### src/rtl/serrom_pkg.sv
package serrom_pkg;

  localparam int PRESET_BYTES = 256;

  // Sparse preset table; unlisted locations read as zero.
  function automatic logic [7:0] preset_byte(input int loc);
    logic [7:0] v;
    case (loc)
      0:       v = 8'h80;
      1:       v = 8'h08;
      2:       v = 8'h04;
      3:       v = 8'h0D;
      4:       v = 8'h0A;
      5:       v = 8'h01;
      6:       v = 8'h40;
      62:      v = 8'h12;
      63:      v = 8'hD0;
      126:     v = 8'h64;
      127:     v = 8'hF4;
      default: v = 8'h00;
    endcase
    return v;
  endfunction

endpackage

### src/rtl/line_sampler.sv
module line_sampler #(
  parameter int SYNC_STAGES = 2
) (
  input  logic clk,
  input  logic rst_n,
  input  logic scl_in,
  input  logic sda_in,
  output logic scl_rise,
  output logic scl_fall,
  output logic start_cond,
  output logic stop_cond,
  output logic sda_now,
  output logic sda_steady
);
  localparam int LAST = SYNC_STAGES - 1;

  logic [LAST:0] scl_sync, sda_sync;
  logic scl_prev, sda_prev, scl_now;

  // Idle bus reads high, so every stage resets to 1.
  always_ff @(posedge clk or negedge rst_n) begin
    if (!rst_n) begin
      scl_sync <= '1;
      sda_sync <= '1;
      scl_prev <= 1'b1;
      sda_prev <= 1'b1;
    end else begin
      scl_sync <= {scl_sync[LAST-1:0], scl_in};
      sda_sync <= {sda_sync[LAST-1:0], sda_in};
      scl_prev <= scl_sync[LAST];
      sda_prev <= sda_sync[LAST];
    end
  end

  assign scl_now    = scl_sync[LAST];
  assign sda_now    = sda_sync[LAST];
  assign scl_rise   = ~scl_prev & scl_now;
  assign scl_fall   = scl_prev & ~scl_now;
  assign start_cond = scl_prev & scl_now & sda_prev & ~sda_now;
  assign stop_cond  = scl_prev & scl_now & ~sda_prev & sda_now;
  assign sda_steady = (sda_prev == sda_now);

endmodule

### src/rtl/preset_rom.sv
module preset_rom #(
  parameter int ADDR_W = 8,
  parameter int DATA_W = 8
) (
  input  logic [ADDR_W-1:0] addr,
  output logic [DATA_W-1:0] data
);
  always_comb data = DATA_W'(serrom_pkg::preset_byte(int'(addr)));
endmodule

### src/rtl/bit_sequencer.sv
module bit_sequencer #(
  parameter int CMD_W  = 8,
  parameter int ADDR_W = 8,
  parameter int DATA_W = 8
) (
  input  logic              clk,
  input  logic              rst_n,
  input  logic              start_cond,
  input  logic              stop_cond,
  input  logic              scl_rise,
  input  logic              scl_fall,
  input  logic              sda_now,
  input  logic              sda_steady,
  output logic [ADDR_W-1:0] rom_addr,
  input  logic [DATA_W-1:0] rom_data,
  output logic              sda_drive_low
);
  localparam int LAST_TICK = CMD_W + ADDR_W;
  localparam int TICK_W    = $clog2(LAST_TICK + 2);

  logic [TICK_W-1:0] tick_q;
  logic [CMD_W-1:0]  cmd_q;
  logic [ADDR_W-1:0] addr_q;
  logic [DATA_W-1:0] data_q;
  logic              ack_q, drive_q;
  logic              armed;

  assign armed         = (tick_q != '0) || ack_q;
  assign rom_addr      = {addr_q[ADDR_W-2:0], sda_now};
  assign sda_drive_low = drive_q;

  always_ff @(posedge clk or negedge rst_n) begin
    if (!rst_n) begin
      tick_q  <= '0;
      cmd_q   <= '0;
      addr_q  <= '0;
      data_q  <= '0;
      ack_q   <= 1'b0;
      drive_q <= 1'b0;
    end else if (start_cond) begin
      tick_q  <= TICK_W'(1);
      cmd_q   <= '0;
      drive_q <= 1'b0;
    end else if (stop_cond || scl_fall) begin
      drive_q <= 1'b0;
    end else if (scl_rise && armed) begin
      if (ack_q) begin
        drive_q <= 1'b1;
        ack_q   <= 1'b0;
      end else if (sda_steady) begin
        if (tick_q <= TICK_W'(CMD_W)) begin
          cmd_q  <= {cmd_q[CMD_W-2:0], sda_now};
          tick_q <= tick_q + TICK_W'(1);
          if (tick_q == TICK_W'(CMD_W)) ack_q <= 1'b1;
        end else begin
          addr_q  <= rom_addr;
          drive_q <= cmd_q[0] & ~data_q[DATA_W-1];
          if (tick_q == TICK_W'(LAST_TICK)) begin
            data_q <= rom_data;
            ack_q  <= 1'b1;
            tick_q <= '0;
          end else begin
            data_q <= data_q << 1;
            tick_q <= tick_q + TICK_W'(1);
          end
        end
      end
    end
  end

  // START re-arms the sequencer from any state
  assert_start_rearms_R2: assert property (@(posedge clk) disable iff (!rst_n)
    start_cond |=> (tick_q == TICK_W'(1)) && (cmd_q == '0) && !drive_q);

  // STOP releases the line
  assert_stop_release_R2: assert property (@(posedge clk) disable iff (!rst_n)
    stop_cond |=> !drive_q);

  // idle sequencer keeps its registers
  assert_idle_ignored_R3: assert property (@(posedge clk) disable iff (!rst_n)
    (tick_q == '0 && !ack_q && !start_cond) |=>
      (tick_q == '0) && $stable(cmd_q) && $stable(addr_q) && $stable(data_q));

  // a pending acknowledge is served on the next rising edge
  assert_ack_serve_R4: assert property (@(posedge clk) disable iff (!rst_n)
    (scl_rise && ack_q && !start_cond) |=> drive_q && !ack_q);

  // counter never passes the end of the address byte
  assert_tick_bound_R5: assert property (@(posedge clk) disable iff (!rst_n)
    tick_q <= TICK_W'(LAST_TICK));

  // a falling clock always frees the line
  assert_fall_release_R7: assert property (@(posedge clk) disable iff (!rst_n)
    (scl_fall && !start_cond) |=> !drive_q);

  // an unstable data sample at a rising edge changes nothing
  assert_glitch_drop_R8: assert property (@(posedge clk) disable iff (!rst_n)
    (scl_rise && !ack_q && !sda_steady && tick_q != '0) |=>
      $stable(tick_q) && $stable(cmd_q) && $stable(addr_q) && $stable(data_q) && $stable(drive_q));

endmodule

### src/rtl/serial_rom_slave.sv
module serial_rom_slave #(
  parameter int SYNC_STAGES = 2,
  parameter int CMD_W       = 8,
  parameter int ADDR_W      = 8,
  parameter int DATA_W      = 8
) (
  input  logic clk,
  input  logic rst_n,
  input  logic scl_in,
  input  logic sda_in,
  output logic sda_drive_low
);
  logic scl_rise, scl_fall, start_cond, stop_cond, sda_now, sda_steady;
  logic [ADDR_W-1:0] rom_addr;
  logic [DATA_W-1:0] rom_data;

  line_sampler #(.SYNC_STAGES(SYNC_STAGES)) u_sample (
    .clk(clk), .rst_n(rst_n), .scl_in(scl_in), .sda_in(sda_in),
    .scl_rise(scl_rise), .scl_fall(scl_fall),
    .start_cond(start_cond), .stop_cond(stop_cond),
    .sda_now(sda_now), .sda_steady(sda_steady)
  );

  preset_rom #(.ADDR_W(ADDR_W), .DATA_W(DATA_W)) u_rom (
    .addr(rom_addr), .data(rom_data)
  );

  bit_sequencer #(.CMD_W(CMD_W), .ADDR_W(ADDR_W), .DATA_W(DATA_W)) u_seq (
    .clk(clk), .rst_n(rst_n),
    .start_cond(start_cond), .stop_cond(stop_cond),
    .scl_rise(scl_rise), .scl_fall(scl_fall),
    .sda_now(sda_now), .sda_steady(sda_steady),
    .rom_addr(rom_addr), .rom_data(rom_data),
    .sda_drive_low(sda_drive_low)
  );

  // reset leaves the line released
  assert_reset_release_R1: assert property (@(posedge clk)
    !rst_n |=> !sda_drive_low);

endmodule

### config.mk
export PLATFORM = sky130hd
export DESIGN_NAME = serial_rom_slave
export DESIGN_NICKNAME = d
export VERILOG_FILES = /design/src/rtl/serrom_pkg.sv /design/src/rtl/line_sampler.sv /design/src/rtl/preset_rom.sv /design/src/rtl/bit_sequencer.sv /design/src/rtl/serial_rom_slave.sv
export SDC_FILE = /design/constraint.sdc
export NUM_CORES = 1
export LEC_CHECK = 0
export ABC_AREA = 1
export CORE_ASPECT_RATIO = 0.5
export CORE_MARGIN = 10
export CORE_UTILIZATION = 40
export CTS_CLUSTER_DIAMETER = 200
export DETAILED_ROUTE_END_ITERATION = 16
export DONT_BUFFER_PORTS = 1
export PLACE_DENSITY = 0.65
export SLEW_MARGIN = 20
export SYNTH_ARGS = -nofsm -noshare
export SYNTH_HDL_FRONTEND = slang
export SYNTH_SLANG_ARGS = --single-unit
### constraint.sdc
create_clock -name clk -period 2.1 [get_ports clk]
set_input_delay 0.21 -clock clk [delete_from_list [all_inputs] [get_ports clk]]
set_output_delay 0.21 -clock clk [all_outputs]
set_load 0.1 [all_outputs]
==> impl_metrics.yaml <==
yosys:
  netlist.top_cell.by_area: "dfrtp_1"
  syn_nets: 218
  async_flop_share: 1.00
  synth.avg_cell_area_um2: 7.63
  syn_area_um2: 1620
  syn_inst: 212
  synth_edf_count: 0
  synth-seq-cells: 29
  ys_warn_count: 0
  synth.area.top_cells: "dfrtp_1 (36%), nand2_1 (19%), dfstp_2 (9.8%)"
  synth_cell_types: 27
  synth_top_cell_area_share: 0.356
  ys.flop_type: "dfrtp_1"
  ys_seq_area_frac: 0.454
global_routing:
  grt_pass1_wl_mm: 5.28
  grt_usage: 0.0903
  grt_max_degree: 30
  antenna_found_initial: 0
  grt_pass1_vias: 1238
  overflow: 0
critical_path:
  crit_path_cell_trace: "inv_1 -> ha_1 -> inv_1 -> nor2_1 -> nand2_1 -> nand3b_4 -> nor2_4 -> nand2_4 -> inv_2 -> nand2_1 -> nand2_1"
  crit_path_top_delay_cell: "dfrtp_1"
  cpMostUsedCell: "nand2_1"
  reg2reg_to: "u_seq.data_q[1]"
  r2r_slack_ns: 0.35
  end_kind: "flop"
  cp.arrival_ns: 1.91
  critPathMaxStageDelay_ns: 0.41
  critPathBufInv: 3
  worstPathRequired_ns: 2.27
  path_delay_family: "simple AND/OR/NAND/NOR gates"
  start_kind: "flop"
  path_max_fanout: 24
  reg2reg_from: "u_seq.tick_q[0]"
  rr_worst_depth: 11
  critPathKind: "flop to flop"
cts:
  ctsHoldBuffers: 4
  cts_inserted_buffers: 5
  clk_pin_slew_ns: 0.06
  cts-root-buf: "clkbuf_8"
  cts_setup_buffers: 0
  cts.sinks: 29
  post_cts.resized_instances: 0
  htreeDepth: 2
  insertion_delay_ns: 0.27
  clockBufferDepth: 2
  tritoncts: "done"
layout:
  fin_cells: 277
  area_delta_synth_final_pct: 12.1
  fin_nets: 228
  drive_gt1_frac: 0.170
  antennaDiodeCount: 0
  fin_area_um2: 1810
  fillers: 383
worst_hold_path:
  hp-class: "flop to flop"
  min_path_cells: 0
  hold_end: "u_sample.scl_sync[1]"
  hold_path_startpoint: "u_sample.scl_sync[0]"
sta:
  clock-skew-final_ns: 0.00632
  min_period_ns: 1.75
  max_freq_mhz: 573
  tns_ns: 0
  rsz0062_at_grt: "no"
  max_slew.worst_pin.slew_ns: 0.348
  final-max-slew-violation-count: 0
  setup_violations: 0
  relSlewSlack: 0.768
  hold_violations: 0
  finalCritPeriodShare: 0.831
route:
  routedWlPerCell_um: 10.5
  vias: 1298
  drt_wl_total_mm: 2.92
  final_antenna_net_count: 0
  first_pass_iters: 4
  drc: 0
  viasPerCell: 4.69
  drt_iter0_drc: 69
floorplan:
  fp.dieH_um: 65.0
  die-area_um2: 7140
  placeableCoreArea_um2: 3900
  die_w_um: 110
  ioPinCount: 5
  start_util: 0.414
  fp-row-count: 16
power:
  pwr-share-comb: 0.372
  p_sw_frac: 0.397
  total_power_mw: 1.98
  p_sw_mw: 0.787
  internal_power_mw: 1.19
  power.leakage_nw: 0.921
  peakVddDrop_v: 0.000362
  pwr-share-seq: 0.394
  p_per_area_nw_per_um2: 1090
  clkPwrFrac: 0.234
place:
  placed_cells: 265
  gp_congestion: 0.843
  port_buffers: 0
  dpl.hpwl_mm: 2.13
  postPlaceCellArea_um2: 1670
flow_run:
  max-cap-violations: 0
run_status:
  status: "completed"
## worst register-to-register path: stages, from the launching register on
cell and delay [ns]:
dfrtp_1 0.41, inv_1 0.09, ha_1 0.15, inv_1 0.04, nor2_1 0.15, nand2_1 0.16
nand3b_4 0.12, nor2_4 0.04, nand2_4 0.23, inv_2 0.13, nand2_1 0.09, nand2_1 0.05
## sequential cells by signal, summed over array words and instances, names as in the netlist
name	cells
u_sample.scl_prev	1
u_sample.sda_prev	1
u_seq.addr_q	7
u_seq.data_q	8
u_sample.scl_sync	2
u_seq.ack_q	1
u_seq.tick_q	5
u_sample.sda_sync	2
u_seq.cmd_q	1
u_seq.sda_drive_low	1
## cells by family (layout without fill, tap and decap cells)
family / after synthesis / after routing / share of synthesized area
buffers and inverters: 27 / 38 / 0.0727
DFF: 29 / 29 / 0.454
and+or+nand+nor: 133 / 133 / 0.366
adders and majority gates: 2 / 2 / 0.0155
AOI/OAI and AO/OA: 20 / 20 / 0.0867
xor gates and xnor gates: 1 / 1 / 0.00542
## power by group through the flow
stage | sequential [mW] | clock, mW | combinational, mW
4_1_cts | 0.780 | 0.481 | 0.742
6_report | 0.781 | 0.465 | 0.737
3_3_place_gp | 0.782 | 0 | 0.710
5_1_grt | 0.798 | 0.511 | 0.850
2_1_floorplan | 0.829 | 0 | 0.527
3_5_place_dp | 0.789 | 0 | 0.719
## stage by stage
| step | worst slack (ns) | util | hold slack [ns] |
|---|---|---|---|
| after floorplan | 0.657 | - | -0.0856 |
| after global placement | 0.424 | 0.428 | -0.0843 |
| after detailed placement | 0.338 | 0.428 | -0.0843 |
| after CTS | 0.329 | 0.464 | 0.351 |
| after global routing | 0.126 | 0.464 | 0.352 |
| final | 0.355 | 0.464 | 0.347 |
## final cells by class
class	count	area (um2)	area share
Multi-Input combinational cell	156	766	0.423
Sequential cell	29	733	0.405
Clock buffer	8	90.1	0.0497
Inverter	24	90.1	0.0497
Tap cell	54	67.6	0.0373
Timing Repair Buffer	6	65.1	0.0359
## cell usage in the layout (no fill, tap or decap), types with 2 or more instances in the layout
cell           count
nor2_1            18
nand2_1           81
nand2_2            5
nand4_1            3
dlygate4sd3_1      3
o21ai_0            8
o21ai_2            9
dfstp_2            6
dfrtp_1           23
buf_4              2
ha_1               2
inv_1             20
clkbuf_1           2
nand3_1           18
clkbuf_8           6
inv_2              3
## synthesized netlist by cell type (2+ instances only)
cell,count
nor2_1,18
dfstp_2,6
inv_2,3
o21ai_2,9
o21ai_0,8
inv_1,20
nand4_1,3
buf_6,2
ha_1,2
dfrtp_1,23
nand2_2,5
nand2_1,81
nand3_1,18
## how the worst max path moves through the flow
stage | to | from | depth (start not counted) | slack, ns
3_3_place_gp | u_seq.data_q[7] | u_seq.tick_q[0] | 11 | 0.42
4_1_cts | u_seq.data_q[5] | u_seq.tick_q[0] | 11 | 0.33
6_report | u_seq.data_q[1] | u_seq.tick_q[0] | 11 | 0.35
2_1_floorplan | u_seq.addr_q[3] | u_seq.tick_q[0] | 11 | 0.66
3_5_place_dp | u_seq.data_q[2] | u_seq.tick_q[0] | 11 | 0.34
5_1_grt | u_seq.data_q[4] | u_seq.tick_q[1] | 11 | 0.13
## metal layers
| metal | wire length [um] | up-vias | global-route usage |
|---|---|---|---|
| met5 | 0 | - | 0 |
| met4 | 36 | 0 | 0.0484 |
| met3 | 73 | 4 | 0.0276 |
| met2 | 1270 | 14 | 0.136 |
| met1 | 1540 | 596 | 0.113 |
| li1 | - | 684 | - |
(Power assumes the default switching activity.)
